## src/rtl/swRegPkg.sv

```systemverilog
package swRegPkg;

  typedef enum logic [1:0] {
    D_ZERO,
    D_ONE,
    D_HDR,
    D_WR
  } doutSel_e;

  typedef struct packed {
    logic     load;
    logic     shiftHdr;
    logic     shiftWr;
    logic     sampleRd;
    doutSel_e doutSel;
  } dpCtl_t;

  typedef enum logic [3:0] {
    S_IDLE,
    S_CSHI,
    S_CSLO,
    S_HLO,
    S_HHI,
    S_GAP,
    S_DLO,
    S_DHI,
    S_TLO,
    S_THI,
    S_FIN
  } state_e;

endpackage

```

## src/rtl/swRegCtrl.sv

```systemverilog
module swRegCtrl
  import swRegPkg::*;
#(
  parameter int HALF_CYCLES = 5,
  parameter int HDR_LEN     = 48,
  parameter int DATA_W      = 32,
  parameter int NARROW_W    = 16,
  parameter int TRAIL_LEN   = 4
) (
  input  logic   clk,
  input  logic   rstN,
  input  logic   reqValid,
  input  logic   curWrite,
  input  logic   curWide,
  output logic   reqReady,
  output logic   smClk,
  output logic   smCsN,
  output logic   smDoe,
  output logic   rspDone,
  output dpCtl_t dpCtl
);

  localparam int PH_W = (HALF_CYCLES > 1) ? $clog2(HALF_CYCLES) : 1;
  localparam int BIT_W = $clog2(HDR_LEN + 1);
  localparam logic [PH_W-1:0] PH_LAST = PH_W'(HALF_CYCLES - 1);
  localparam logic [BIT_W-1:0] HDR_LAST = BIT_W'(HDR_LEN - 1);
  localparam logic [BIT_W-1:0] WIDE_LAST = BIT_W'(DATA_W - 1);
  localparam logic [BIT_W-1:0] NARROW_LAST = BIT_W'(NARROW_W - 1);
  localparam logic [BIT_W-1:0] TRL_LAST = BIT_W'(TRAIL_LEN - 1);

  state_e state, stateNext;
  logic [PH_W-1:0] phaseCnt;
  logic [BIT_W-1:0] bitCnt, bitNext;
  logic phaseEnd;
  logic dataLast;
  logic readData;

  assign phaseEnd = (phaseCnt == PH_LAST);
  assign dataLast = (bitCnt == (curWide ? WIDE_LAST : NARROW_LAST));

  always_comb begin
    stateNext = state;
    bitNext = bitCnt;
    case (state)
      S_IDLE: if (reqValid) stateNext = S_CSHI;
      S_CSHI: if (phaseEnd) stateNext = S_CSLO;
      S_CSLO: if (phaseEnd) begin
        stateNext = S_HLO;
        bitNext = '0;
      end
      S_HLO: if (phaseEnd) stateNext = S_HHI;
      S_HHI: if (phaseEnd) begin
        if (bitCnt == HDR_LAST) begin
          bitNext = '0;
          stateNext = curWrite ? S_DLO : S_GAP;
        end else begin
          bitNext = bitCnt + 1'b1;
          stateNext = S_HLO;
        end
      end
      S_GAP: if (phaseEnd) stateNext = S_DLO;
      S_DLO: if (phaseEnd) stateNext = S_DHI;
      S_DHI: if (phaseEnd) begin
        if (dataLast) begin
          bitNext = '0;
          stateNext = S_TLO;
        end else begin
          bitNext = bitCnt + 1'b1;
          stateNext = S_DLO;
        end
      end
      S_TLO: if (phaseEnd) stateNext = S_THI;
      S_THI: if (phaseEnd) begin
        if (bitCnt == TRL_LAST) begin
          stateNext = S_FIN;
        end else begin
          bitNext = bitCnt + 1'b1;
          stateNext = S_TLO;
        end
      end
      S_FIN: stateNext = S_IDLE;
      default: stateNext = S_IDLE;
    endcase
  end

  always_ff @(posedge clk or negedge rstN) begin
    if (!rstN) begin
      state <= S_IDLE;
      phaseCnt <= '0;
      bitCnt <= '0;
    end else begin
      state <= stateNext;
      bitCnt <= bitNext;
      if (state == S_IDLE || state == S_FIN || phaseEnd) phaseCnt <= '0;
      else phaseCnt <= phaseCnt + 1'b1;
    end
  end

  assign readData = (state == S_DLO || state == S_DHI) && !curWrite;

  // pin decode straight from the state register
  assign reqReady = (state == S_IDLE);
  assign rspDone  = (state == S_FIN);
  assign smClk    = (state == S_HHI) || (state == S_DHI) || (state == S_THI);
  assign smCsN    = (state == S_IDLE) || (state == S_CSHI) || (state == S_FIN);
  assign smDoe    = !readData;

  always_comb begin
    dpCtl.load     = (state == S_IDLE) && reqValid;
    dpCtl.shiftHdr = (state == S_HHI) && phaseEnd;
    dpCtl.shiftWr  = (state == S_DHI) && phaseEnd && curWrite;
    dpCtl.sampleRd = (state == S_DLO) && phaseEnd && !curWrite;
    case (state)
      S_HLO, S_HHI: dpCtl.doutSel = D_HDR;
      S_GAP:        dpCtl.doutSel = D_ONE;
      S_DLO, S_DHI: dpCtl.doutSel = curWrite ? D_WR : D_ZERO;
      default:      dpCtl.doutSel = D_ZERO;
    endcase
  end

  assert_clk_in_frame_R2: assert property (@(posedge clk) disable iff (!rstN)
    smClk |-> !smCsN);

  assert_select_clk_low_R2: assert property (@(posedge clk) disable iff (!rstN)
    $fell(smCsN) |-> !smClk);

  assert_release_in_frame_R6: assert property (@(posedge clk) disable iff (!rstN)
    !smDoe |-> !smCsN);

  assert_done_single_R9: assert property (@(posedge clk) disable iff (!rstN)
    rspDone |=> (!rspDone && reqReady));

endmodule

```

## src/rtl/swRegDatapath.sv

```systemverilog
module swRegDatapath
  import swRegPkg::*;
#(
  parameter int ADDR_W   = 10,
  parameter int DATA_W   = 32,
  parameter int NARROW_W = 16,
  parameter int PRE_LEN  = 32,
  parameter int HDR_LEN  = 48
) (
  input  logic              clk,
  input  logic              rstN,
  input  dpCtl_t            dpCtl,
  input  logic              reqWrite,
  input  logic              reqWide,
  input  logic [ADDR_W-1:0] reqAddr,
  input  logic [DATA_W-1:0] reqWdata,
  input  logic              smDin,
  output logic              smDout,
  output logic              curWrite,
  output logic              curWide,
  output logic [DATA_W-1:0] rspData
);

  localparam int PAD_W = DATA_W - NARROW_W;

  logic [HDR_LEN-1:0] hdrReg;
  logic [DATA_W-1:0] wrReg;
  logic [DATA_W-1:0] rdReg;
  logic [HDR_LEN-1:0] hdrInit;
  logic [DATA_W-1:0] wrInit;

  // preamble, start 01, opcode, address, turnaround driven high
  assign hdrInit = {{PRE_LEN{1'b1}}, 2'b01, (reqWrite ? 2'b01 : 2'b10), reqAddr, 2'b11};
  assign wrInit  = reqWide ? reqWdata : {reqWdata[NARROW_W-1:0], {PAD_W{1'b0}}};

  always_ff @(posedge clk or negedge rstN) begin
    if (!rstN) begin
      hdrReg <= '0;
      wrReg <= '0;
      rdReg <= '0;
      curWrite <= 1'b0;
      curWide <= 1'b0;
    end else if (dpCtl.load) begin
      hdrReg <= hdrInit;
      wrReg <= wrInit;
      rdReg <= '0;
      curWrite <= reqWrite;
      curWide <= reqWide;
    end else begin
      if (dpCtl.shiftHdr) hdrReg <= {hdrReg[HDR_LEN-2:0], 1'b0};
      if (dpCtl.shiftWr) wrReg <= {wrReg[DATA_W-2:0], 1'b0};
      if (dpCtl.sampleRd) rdReg <= {rdReg[DATA_W-2:0], smDin};
    end
  end

  always_comb begin
    case (dpCtl.doutSel)
      D_ONE:   smDout = 1'b1;
      D_HDR:   smDout = hdrReg[HDR_LEN-1];
      D_WR:    smDout = wrReg[DATA_W-1];
      default: smDout = 1'b0;
    endcase
  end

  assign rspData = curWide ? rdReg : {{PAD_W{1'b0}}, rdReg[NARROW_W-1:0]};

  assert_no_overlap_R9: assert property (@(posedge clk) disable iff (!rstN)
    dpCtl.load |-> !(dpCtl.shiftHdr || dpCtl.shiftWr || dpCtl.sampleRd));

endmodule

```

## src/rtl/swRegMaster.sv

```systemverilog
module swRegMaster
  import swRegPkg::*;
#(
  parameter int HALF_CYCLES = 5,
  parameter int ADDR_W      = 10,
  parameter int DATA_W      = 32,
  parameter int NARROW_W    = 16,
  parameter int PRE_LEN     = 32,
  parameter int TRAIL_LEN   = 4
) (
  input  logic              clk,
  input  logic              rstN,
  input  logic              reqValid,
  output logic              reqReady,
  input  logic              reqWrite,
  input  logic [ADDR_W-1:0] reqAddr,
  input  logic              reqWide,
  input  logic [DATA_W-1:0] reqWdata,
  output logic              rspDone,
  output logic [DATA_W-1:0] rspData,
  output logic              smClk,
  output logic              smCsN,
  output logic              smDout,
  output logic              smDoe,
  input  logic              smDin
);

  localparam int HDR_LEN = PRE_LEN + ADDR_W + 6;

  dpCtl_t dpCtl;
  logic curWrite;
  logic curWide;

  swRegCtrl #(
    .HALF_CYCLES(HALF_CYCLES),
    .HDR_LEN(HDR_LEN),
    .DATA_W(DATA_W),
    .NARROW_W(NARROW_W),
    .TRAIL_LEN(TRAIL_LEN)
  ) ctrl (
    .clk(clk),
    .rstN(rstN),
    .reqValid(reqValid),
    .curWrite(curWrite),
    .curWide(curWide),
    .reqReady(reqReady),
    .smClk(smClk),
    .smCsN(smCsN),
    .smDoe(smDoe),
    .rspDone(rspDone),
    .dpCtl(dpCtl)
  );

  swRegDatapath #(
    .ADDR_W(ADDR_W),
    .DATA_W(DATA_W),
    .NARROW_W(NARROW_W),
    .PRE_LEN(PRE_LEN),
    .HDR_LEN(HDR_LEN)
  ) dp (
    .clk(clk),
    .rstN(rstN),
    .dpCtl(dpCtl),
    .reqWrite(reqWrite),
    .reqWide(reqWide),
    .reqAddr(reqAddr),
    .reqWdata(reqWdata),
    .smDin(smDin),
    .smDout(smDout),
    .curWrite(curWrite),
    .curWide(curWide),
    .rspData(rspData)
  );

  assert_data_hold_R4: assert property (@(posedge clk) disable iff (!rstN)
    (smClk && $past(smClk)) |-> ($stable(smDout) && $stable(smDoe)));

endmodule

```

## config.mk

```make
export PLATFORM = sky130hd
export DESIGN_NAME = swRegMaster
export DESIGN_NICKNAME = d
export VERILOG_FILES = /design/src/rtl/swRegPkg.sv /design/src/rtl/swRegCtrl.sv /design/src/rtl/swRegDatapath.sv /design/src/rtl/swRegMaster.sv
export SDC_FILE = /design/constraint.sdc
export NUM_CORES = 1
export LEC_CHECK = 0
export BUFFER_PORTS_ARGS = -buffer_cell sky130_fd_sc_hd__buf_2
export CAP_MARGIN = 20
export CELL_PAD_IN_SITES_DETAIL_PLACEMENT = 0
export CELL_PAD_IN_SITES_GLOBAL_PLACEMENT = 1
export CORE_MARGIN = 1
export CORE_UTILIZATION = 35
export CTS_BUF_LIST = sky130_fd_sc_hd__clkbuf_4
export DETAILED_ROUTE_END_ITERATION = 10
export GPL_ROUTABILITY_DRIVEN = 1
export PLACE_DENSITY_LB_ADDON = 0.05
export SLEW_MARGIN = 15
export SYNTH_ARGS = -nofsm -noshare
export SYNTH_HDL_FRONTEND = slang
export SYNTH_SLANG_ARGS = --single-unit
```

## constraint.sdc

```tcl
create_clock -name clk -period 1.86 [get_ports clk]
set_clock_uncertainty 0.2 [all_clocks]
set_input_delay 0.558 -clock clk [delete_from_list [all_inputs] [get_ports clk]]
set_output_delay 0.558 -clock clk [all_outputs]
set_load 0.1 [all_outputs]
```

==> metrics.txt, run 1 <==
status finished, violations left; failing checks negative setup slack; Core Area 16,500 sq um; Max Cap Violations 0; setup ws final -0.670 ns; leakage 4.60 nW; overall power 5.19 mW; Synth Area in Adders 0.636%; mux share of post-synthesis cell area 3.05%; initial antenna violation count 1; Max clock buf depth 2; RSZ-0062 raised after global routing true; Final min period 2.53 ns; Yosys cell types 60; number of synthesized flops with an enable pin 0; Sum Neg Setup Slack -43.11 ns; crit path DAT 1.77 ns; Slowest Stage Delay on Critical Path 0.46 ns; clk_lat worst skew 0.55 ns; TritonCTS buffer count 17; syn_nets 619; DR iter-0 viols 280; main combinational cell family by area after synthesis compound AO/OA/AOI/OAI gates; Synth Warn # 0; CP Capture Type output pin; worst min path class input port to register; cell taking the most area after synthesis dfrtp_1; Root Buffer clkbuf_4; main area contributors after synthesis dfrtp_1, a22o_1, o22a_1; first-pass GRT wire length 28.4 mm; Final period util 136%; Max Clock Freq 395 MHz; Worst slew margin 63.5%; Synth top area share 53.9%; WP buf/inv 2; post-synthesis instance area 5900 sq um; vias 5,310; Crit path max-delay family flip-flops; crit path kind register to output pin; DRC viols 0; vias in the first global route 5,284; sequential area share after synthesis 53.9%; post-route ant nets 0; layout cells sized above 1 53.4%; final non-filler cell total 1,019; row cnt 47; Starting Density 35.7%; clk sinks 127; final WL 18.4 mm; final instance area 10,200 sq um; number of nets in the layout 836; Vias/cell 5.21; Overflow after GRT 0; gpl congestion 0.743; sequence of cells on the critical path buf_6 -> nand2b_4 -> o21a_1 -> o21bai_4 -> buf_12; asr flop ratio synth 100%; CTS tree yes; DR WL/cell 18.0 um; compound-gate portion of the synthesized area 20.2%; Setup crit start kind register; die height 132 um; worst-path fanout max 6; pwr dens 510 nW/um^2; fin util 61.6%; IO buf count 85; largest net degree at the start of global routing 36; CP Data Required Time 1.10 ns; placed inst area 7580 sq um; Mapped Cells 568; I/O pin count 86; Syn Area/Cell 10.4 sq um; Final Hold Vio Count 0; peak supply drop 0.000531 V; setup violators final 162; post-DP HPWL 9.62 mm; Layout area overhead 72.6%; Least-Margin Pin Slew 0.547 ns; Max Transition Viols Final 0; DIE WIDTH 132 um; FF+latch count, synth 127; xor/xnor share of the synthesized area 0.297%; GRT Util Overall 20.9%; Clock Pin Slew Worst Setup and Hold Paths 0.14 ns; H-tree depth 4; CP max-delay cell dfrtp_2; share of synthesized cell area in and, or, nand and nor gates 15.7%; die footprint 17,400 sq um; dpl cells 882; drt pass-1 iters 4; Primary FF master, synth dfrtp_1
==> sequential cells by signal, summed over array words and instances (netlist names) <==
register	flops
dp.hdrReg	48
dp.rdReg	32
dp.wrReg	32
ctrl.bitCnt	6
ctrl.state	4
ctrl.phaseCnt	3
dp.curWide	1
dp.curWrite	1
==> stage by stage <==
stage	setup slack [ns]	hold WS, ns
after detailed placement	-0.282	0.267
after floorplan	-0.964	0.0624
after CTS	-0.704	0.0314
after global routing	-0.765	0.0510
after global placement	-0.235	0.262
final	-0.670	0.0851
==> cells by family after synthesis <==
group                      after synthesis
and+or+nand+nor                        188
AOI/OAI and AO/OA                      160
buffers and inverters                   70
xor gates and xnor gates                 2
muxes                                   18
adders and majority gates                3
DFF                                    127
==> cells in the final DEF (no fill, tap or decap), types with 8 or more instances in the layout <==
| cell type | netlist | final |
|---|---|---|
| a22oi_2 | 0 | 10 |
| nand2_2 | 2 | 12 |
| buf_16 | 0 | 16 |
| and2_4 | 0 | 21 |
| nor2_4 | 0 | 30 |
| clkbuf_4 | 0 | 17 |
| nand2_1 | 66 | 52 |
| buf_12 | 0 | 61 |
| a21oi_2 | 0 | 13 |
| mux2i_1 | 18 | 18 |
| dfrtp_1 | 127 | 121 |
| a31oi_1 | 15 | 14 |
| a22o_1 | 33 | 33 |
| o22a_1 | 33 | 33 |
| o21ai_1 | 2 | 10 |
| dlygate4sd3_1 | 0 | 12 |
| clkbuf_16 | 0 | 9 |
| buf_4 | 21 | 73 |
| inv_1 | 11 | 10 |
| buf_2 | 24 | 46 |
| buf_6 | 0 | 30 |
| o21ai_2 | 0 | 10 |
| nand3_1 | 22 | 19 |
| nor2_2 | 0 | 8 |
==> metal layers <==
layer / vias up / GRT usage [%] / routed length, um
li1: 2495 / - / -
met1: 2663 / 27.2 / 8170
met2: 123 / 34.0 / 9160
met3: 29 / 4.58 / 654
met4: 0 / 7.62 / 389
met5: - / 0 / 0
==> timing repair <==
item | in CTS | in global routing
hold endpoints to repair | 34 | 0
buffers inserted | 56 | 7
setup endpoints to repair | 164 | 165
gates cloned | 22 | 12
pin swaps | 74 | 62
resized for setup | 166 | 93
hold buffers | 12 | 0
==> tightest hold or removal path, cell delays in order <==
cell and delay (ns):
buf_2 0.11, nand3_1 0.07, a31oi_1 0.08
==> cell usage after synthesis (2+ instances only) <==
library cell    n
a21oi_1        25
a22o_1         33
a22oi_1        12
a31oi_1        15
and2_1         18
and3_1          3
buf_2          24
buf_4          21
clkbuf_1       13
dfrtp_1       127
ha_1            3
inv_1          11
mux2i_1        18
nand2_1        66
nand2_2         2
nand2b_1        4
nand3_1        22
nand3b_1        2
nor2_1         45
nor2b_1         2
nor3_1          4
nor4_1          2
o21a_1          2
o21ai_0        19
o21ai_1         2
o22a_1         33
o22ai_1         2
o311ai_2        2
o31ai_1         3
or3_1           3
==> cell type report <==
type / count / area [sq um]
antenna: 1 / 2.50
multi-input combinational: 375 / 3120
clock inverter: 15 / 198
sequential: 127 / 3190
inverter: 11 / 41.3
timing repair buffer: 253 / 3230
clock buffer: 17 / 128
fill: 1282 / 6340
tap: 220 / 275
==> power by group <==
part	total [mW]	leakage [nW]	internal [mW]	switching [mW]
registers	2.76	1.73	2.76	0
clock network	2.20	0.173	0.979	1.22
logic	0.233	2.70	0.0999	0.133
total	5.19	4.60	3.84	1.35
==> final timing paths <==
kind                       cells past startpoint                         end  slack [ns]                      start
max                                            5                       smClk       -0.67  ctrl.state[2]$_DFFE_PN0P_
max reg2reg                                    7   dp.hdrReg[14]$_DFFE_PN0P_       -0.46  ctrl.state[0]$_DFFE_PN0P_
max in group asynchronous                      3  ctrl.phaseCnt[2]$_DFF_PN0_        0.58                       rstN
min reg2reg                                    2   dp.hdrReg[11]$_DFFE_PN0P_        0.29  dp.hdrReg[11]$_DFFE_PN0P_
min in group asynchronous                      2  ctrl.bitCnt[0]$_DFFE_PN0P_        0.31                       rstN
min                                            3     dp.wrReg[7]$_DFFE_PN0P_        0.09                reqWdata[7]
Note: power is estimated with default switching activity, not from simulation.
==> run 2, diff against run 1 <==
- ABC_AREA: default -> 1
==> metrics.txt, run 2 <==
Max Cap Violations 0 (unchanged); vias in the first global route 5,136 (-2.8%); final instance area 9400 sq um (-7.7%); layout cells sized above 1 42.0% (-11 points); pre-CTS setup slack -0.0951 ns (+0.187 ns); Synth top area share 50.9% (-3.0 points); Biggest register dp.hdrReg; max FFs per register 48 (unchanged); clk sinks 127 (unchanged); FF+latch count, synth 127 (unchanged); Internal Power 6.52 mW (+70%); Layout area overhead 50.5%; Net Sw Frac 41.7% (+16 points); Root Buffer clkbuf_4; CP max-delay cell dfrtp_2; Clock Pin Slew Worst Setup and Hold Paths 0.11 ns (-0.03 ns); instance count on the critical path 7 (+2); overall power 11.2 mW (+120%); Crit path max-delay family flip-flops; mux share of post-synthesis cell area 2.08% (-0.97 points); Final Hold Vio Count 0 (unchanged); post-route ant nets 0 (unchanged); sequence of cells on the critical path inv_2 -> nand2_2 -> buf_6 -> nor2_4 -> nor2_4 -> nand2_4 -> buf_12; crit path kind register to output pin; most common cell after layout, fill and taps aside dfrtp_1; failing checks negative setup slack; peak supply drop 0.000644 V (+21%); CP Capture Type output pin; pwr dens 1190 nW/um^2 (+130%); I/O pin count 86 (unchanged); post-DP HPWL 10.3 mm (+7.4%); Final period util 133% (-2.9 points); CP most frequent cell nor2_4; worst hold stages 3 (unchanged); share of synthesized cell area in and, or, nand and nor gates 17.2% (+1.6 points); Synth Area in Adders 0.601% (-0.035 points); Reg2Reg Depth 15 (+8); post-synthesis instance area 6250 sq um (+5.9%); H-tree depth 4 (unchanged); WP buf/inv 3 (+1); Flop pwr share 33.6% (-20 points); largest net degree at the start of global routing 77 (+110%); Primary FF master, synth dfrtp_1; dpl cells 1,036 (+17%); Vias/cell 4.83 (-7.2%); worst-path fanout max 4 (-2); placed inst area 7690 sq um (+1.4%); gpl congestion 0.819 (+10%); Slowest Stage Delay on Critical Path 0.47 ns (about the same); Worst slew margin 72.3% (+8.8 points); RSZ-0062 raised after global routing true; Max Clock Freq 404 MHz (+2.2%); CTS tree yes; DR WL/cell 14.6 um (-19%); Mapped Cells 725 (+28%); net switching power 4.66 mW (+240%); most frequent cells in the layout dfrtp_1, nand2_1, inv_1; initial antenna violation count 0 (-1); leakage 4.49 nW (-2.3%); asr flop ratio synth 100% (unchanged); DRC viols 0 (unchanged); crit path DAT 1.72 ns (-0.05 ns); final non-filler cell total 1,117 (+9.6%); fin util 54.2% (-7.4 points); Overflow after GRT 0 (unchanged); die height 136 um (+2.8%); number of synthesized flops with an enable pin 0 (unchanged); clock share of power 14.4% (-28 points); Synth Warn # 0 (unchanged); Final min period 2.48 ns (-0.0537 ns); Least-Margin Pin Slew 0.415 ns (-0.132 ns); die footprint 18,400 sq um (+5.8%); final WL 16.3 mm (-11%); number of nets in the layout 931 (+11%); first-pass GRT wire length 25.7 mm (-9.5%); count leader, synth nand2_1; GRT Util Overall 18.0% (-2.9 points); DR iter-0 viols 275 (-1.8%); Core Area 17,400 sq um (+5.0%); Starting Density 36.0% (+0.29 points); compound-gate portion of the synthesized area 16.4% (-3.7 points); Max Transition Viols Final 0 (unchanged); row cnt 48 (+2.1%); main combinational cell family by area after synthesis simple AND/OR/NAND/NOR gates; biggest regs dp.hdrReg: 48 flops, dp.rdReg: 32 flops, dp.wrReg: 32 flops; vias 5,400 (+1.7%); synth cell count leaders nand2_1, dfrtp_1, inv_1; Syn Area/Cell 8.62 sq um (-17%); main area contributors after synthesis dfrtp_1, nand2_1, inv_1; status finished, violations left; syn_nets 776 (+25%); DIE WIDTH 136 um (+2.8%); # diodes 0 (-1); cell taking the most area after synthesis dfrtp_1; Setup crit start kind register; clk_lat worst skew 0.54 ns (about the same); Comb pwr share 52.0% (+48 points); setup violators final 155 (-4.3%); IO buf count 85 (unchanged); CP Data Required Time 1.10 ns (about the same); drt pass-1 iters 4 (unchanged); TritonCTS buffer count 17 (unchanged); sequential area share after synthesis 50.9% (-3.0 points); Yosys cell types 34 (-43%); Max clock buf depth 2 (unchanged); worst min path class input port to register; setup ws final -0.616 ns (+0.0537 ns); xor/xnor share of the synthesized area 0.280% (-0.016 points); fill count 1,559 (+22%)
==> run 2: path summary, 6_finish.rpt <==
kind                                            start                         end  slack, ns
max                         ctrl.state[3]$_DFFE_PN0P_                       smClk      -0.62
max in group asynchronous                        rstN    dp.hdrReg[6]$_DFFE_PN0P_       0.61
max reg2reg                 ctrl.state[3]$_DFFE_PN0P_    dp.wrReg[29]$_DFFE_PN0P_      -0.34
min reg2reg                ctrl.phaseCnt[0]$_DFF_PN0_  ctrl.phaseCnt[0]$_DFF_PN0_       0.28
min in group asynchronous                        rstN   ctrl.state[1]$_DFFE_PN0P_       0.18
min                                        reqAddr[2]    dp.hdrReg[4]$_DFFE_PN0P_       0.05
==> run 2: area by class of cell <==
class | instances | area, sq um | share of cell area, %
inverter | 122 | 543 | 5.78
timing repair inverter | 1 | 11.3 | 0.120
clock inverter | 13 | 90.1 | 0.958
sequential | 127 | 3180 | 33.9
multi-input combinational | 425 | 2900 | 30.9
clock buffer | 18 | 135 | 1.44
timing repair buffer | 186 | 2250 | 24.0
tap | 225 | 282 | 2.99
==> run 2: worst min-delay path, stage by stage <==
cell      delay [ns]
buf_2           0.09
nand2_2         0.04
o211ai_1        0.07
==> run 2: per-layer routing <==
metal	up-vias	share of wire, %	GRT usage [%]	wire length [um]
met1	2624	46	24.0	7450
met2	102	50	28.7	8100
met5	-	0	0	0
li1	2658	-	-	-
met3	16	3.4	3.82	553
met4	0	1.2	6.37	200
==> run 2: power by group through the flow <==
stage	combinational, mW	clock [mW]	sequential, mW
global route	6.27	1.81	3.82
CTS	5.12	1.69	3.73
detailed placement	4.07	0	3.74
global placement	4.05	0	3.73
finish	5.81	1.61	3.76
floorplan	2.86	0	3.64
==> run 2: what timing repair did <==
action                                  4_1_cts  5_1_grt
endpoints found under the setup margin      119      146
pin swaps                                    27       40
endpoints found under the hold margin       131        0
gates resized for setup                     148      112
buffers inserted                             36       15
hold buffers                                  5        0
gates cloned                                  6        8
==> run 2: through the flow <==
stage,hold slack [ns],TNS [ns]
after floorplan,0.0624,-0.923
after global placement,0.217,-0.921
after detailed placement,0.220,-0.828
final,0.0454,-24.11
after CTS,0.0115,-28.90
after global routing,0.00632,-35.94
==> run 2: logic make-up after synthesis <==
group | count (synthesis)
compound gates | 152
xor+xnor | 2
fa+ha+maj | 3
buf+inv | 173
flops | 127
mux | 13
simple gates | 255
==> run 3, diff against run 2 <==
- clock period: 1.86 -> 2 ns (I/O delays scaled with it)
==> metrics.txt, run 3 (synthesized netlist as in run 2, its figures left out) <==
status finished, violations left; failing checks negative setup slack; Root Buffer clkbuf_4; Comb pwr share 49.2% (-2.8 points); GRT Util Overall 18.4% (+0.37 points); RSZ-0062 raised after global routing true; max FFs per register 48 (unchanged); post-route ant nets 0 (unchanged); pre-CTS setup slack -0.0891 ns (+0.00599 ns); DR WL/cell 15.4 um (+5.4%); Overflow after GRT 0 (unchanged); dpl cells 1,022 (-1.4%); Vias/cell 4.86 (+0.54%); most frequent cells in the layout dfrtp_1, nand2_1, inv_1; H-tree depth 4 (unchanged); drt pass-1 iters 6 (+2); clk sinks 127 (unchanged); TritonCTS buffer count 17 (unchanged); clock share of power 16.8% (+2.4 points); setup violators final 128 (-17%); row cnt 48 (unchanged); Register Area 3180 sq um (unchanged); biggest regs dp.hdrReg: 48 flops, dp.rdReg: 32 flops, dp.wrReg: 32 flops; clk_lat worst skew 0.54 ns (about the same); area used by multi-input combinational logic 2780 sq um (-4.3%); Max clock buf depth 2 (unchanged); die height 136 um (unchanged); Net Sw Frac 42.4% (+0.72 points); Max Transition Viols Final 0 (unchanged); DRC viols 0 (unchanged); Final Hold Vio Count 0 (unchanged); final non-filler cell total 1,097 (-1.8%); Biggest register dp.hdrReg; net switching power 4.30 mW (-7.7%); Layout area overhead 45.2%; DR iter-0 viols 285 (+3.6%); worst-path fanout max 4 (unchanged); worst min path class input port to register; leakage 4.30 nW (-4.2%); IO buf count 85 (unchanged); most common cell after layout, fill and taps aside dfrtp_1; I/O pin count 86 (unchanged); layout cells sized above 1 38.4% (-3.6 points); peak supply drop 0.000554 V (-14%); setup ws final -0.551 ns (+0.0655 ns); pwr dens 1120 nW/um^2 (-5.9%); initial antenna violation count 1 (+1); CP Data Required Time 1.20 ns (+0.10 ns); Max Cap Violations 0 (unchanged); final WL 16.9 mm (+3.5%); Worst Hold Slack 0.0613 ns (+0.0159 ns); number of nets in the layout 908 (-2.5%); Final min period 2.55 ns; DIE WIDTH 136 um (unchanged); crit path kind register to output pin; die footprint 18,400 sq um (unchanged); Worst slew margin 74.7% (+2.4 points); first-pass GRT wire length 26.1 mm (+1.6%); CTS tree yes; crit path DAT 1.75 ns (+0.03 ns); vias 5,332 (-1.3%); Final period util 128%; Starting Density 36.0% (unchanged); Flop pwr share 34.0% (+0.4 points); Core Area 17,400 sq um (unchanged); fill count 1,639 (+5.1%); Least-Margin Pin Slew 0.379 ns (-0.0363 ns); post-DP HPWL 10.6 mm (+2.5%); Internal Power 5.84 mW (-10%); vias in the first global route 5,240 (+2.0%); Setup crit start kind register; Clock Pin Slew Worst Setup and Hold Paths 0.13 ns (+0.02 ns); gpl congestion 0.844 (+3.1%); Max Clock Freq 392 MHz; CP Capture Type output pin; largest net degree at the start of global routing 37 (-52%)
==> run 3: cell types whose count changed in the layout (fill, tap and decap cells not counted), moves of 6 or more <==
| cell | before | now |
|---|---|---|
| nand2_1 | 106 | 121 |
| nand2_2 | 21 | 12 |
| buf_6 | 20 | 12 |
| nand2_4 | 28 | 21 |
| o21ai_1 | 18 | 25 |
| a22oi_1 | 6 | 0 |
| a22oi_2 | 27 | 33 |
| buf_4 | 47 | 41 |
| nor2_1 | 30 | 36 |
==> run 3: area by class of cell <==
| cell class | instances | area share (%) |
|---|---|---|
| antenna | 2 | 0.0552 |
| clock buffer | 17 | 1.41 |
| clock inverter | 15 | 1.60 |
| inverter | 122 | 5.86 |
| multi-input combinational | 425 | 30.6 |
| sequential | 127 | 35.1 |
| tap | 225 | 3.10 |
| timing repair buffer | 164 | 22.2 |
==> run 3: timing repair <==
| action | 4_1_cts | 5_1_grt |
|---|---|---|
| pin swaps | 13 | 30 |
| gates resized for setup | 133 | 97 |
| cloned | 5 | 12 |
| hold buffers | 1 | 0 |
| endpoints found under the setup margin | 46 | 160 |
| buffers inserted | 21 | 11 |
| endpoints found under the hold margin | 20 | 0 |
==> run 3: per-stage QoR <==
| step | util [%] | setup TNS, ns | power (mW) | instance area, sq um |
|---|---|---|---|---|
| final | 52.2 | -12.93 | 10.1 | 9070 |
| after global routing | 52.2 | -24.41 | 10.8 | 9070 |
| after CTS | 48.9 | -12.61 | 9.58 | 8480 |
| after detailed placement | 43.1 | -0.530 | 7.05 | 7480 |
| after global placement | 43.1 | -0.165 | 6.99 | 7480 |
| after floorplan | - | -0.287 | 5.91 | 6370 |
==> run 3: per-layer routing <==
metal | routed length [um] | up-vias | GRT usage [%] | share of wire (%)
met2 | 8100 | 100 | 29.2 | 48
met3 | 541 | 20 | 3.82 | 3.2
met5 | 0 | - | 0 | 0
met1 | 7880 | 2594 | 24.4 | 47
met4 | 353 | 0 | 7.05 | 2.1
li1 | - | 2618 | - | -
==> run 3: worst paths after layout <==
| check | start | to | slack (ns) | cells past startpoint |
|---|---|---|---|---|
| hold reg to reg | ctrl.phaseCnt[0]$_DFF_PN0_ | ctrl.phaseCnt[0]$_DFF_PN0_ | 0.28 | 1 |
| hold / removal | reqAddr[1] | dp.hdrReg[3]$_DFFE_PN0P_ | 0.06 | 3 |
| setup / recovery | ctrl.state[3]$_DFFE_PN0P_ | smCsN | -0.55 | 7 |
| min in group asynchronous | rstN | dp.hdrReg[23]$_DFFE_PN0P_ | 0.32 | 2 |
| max in group asynchronous | rstN | dp.curWide$_DFFE_PN0P_ | 0.74 | 3 |
| setup reg to reg | ctrl.state[2]$_DFFE_PN0P_ | dp.hdrReg[8]$_DFFE_PN0P_ | -0.11 | 11 |
==> run 3: critical path, cell delays in order (launching register included) <==
cell	delay, ns
dfrtp_2	0.49
buf_4	0.16
buf_4	0.13
nand2_4	0.09
nor2_4	0.05
inv_2	0.10
nand2_8	0.05
buf_12	0.16
==> run 3: power groups by stage <==
stage	logic, mW	clock network (mW)	registers [mW]
after floorplan	2.53	0	3.38
after global placement	3.54	0	3.46
after detailed placement	3.59	0	3.46
after CTS	4.36	1.78	3.44
after global routing	5.39	1.88	3.52
final	4.99	1.70	3.45
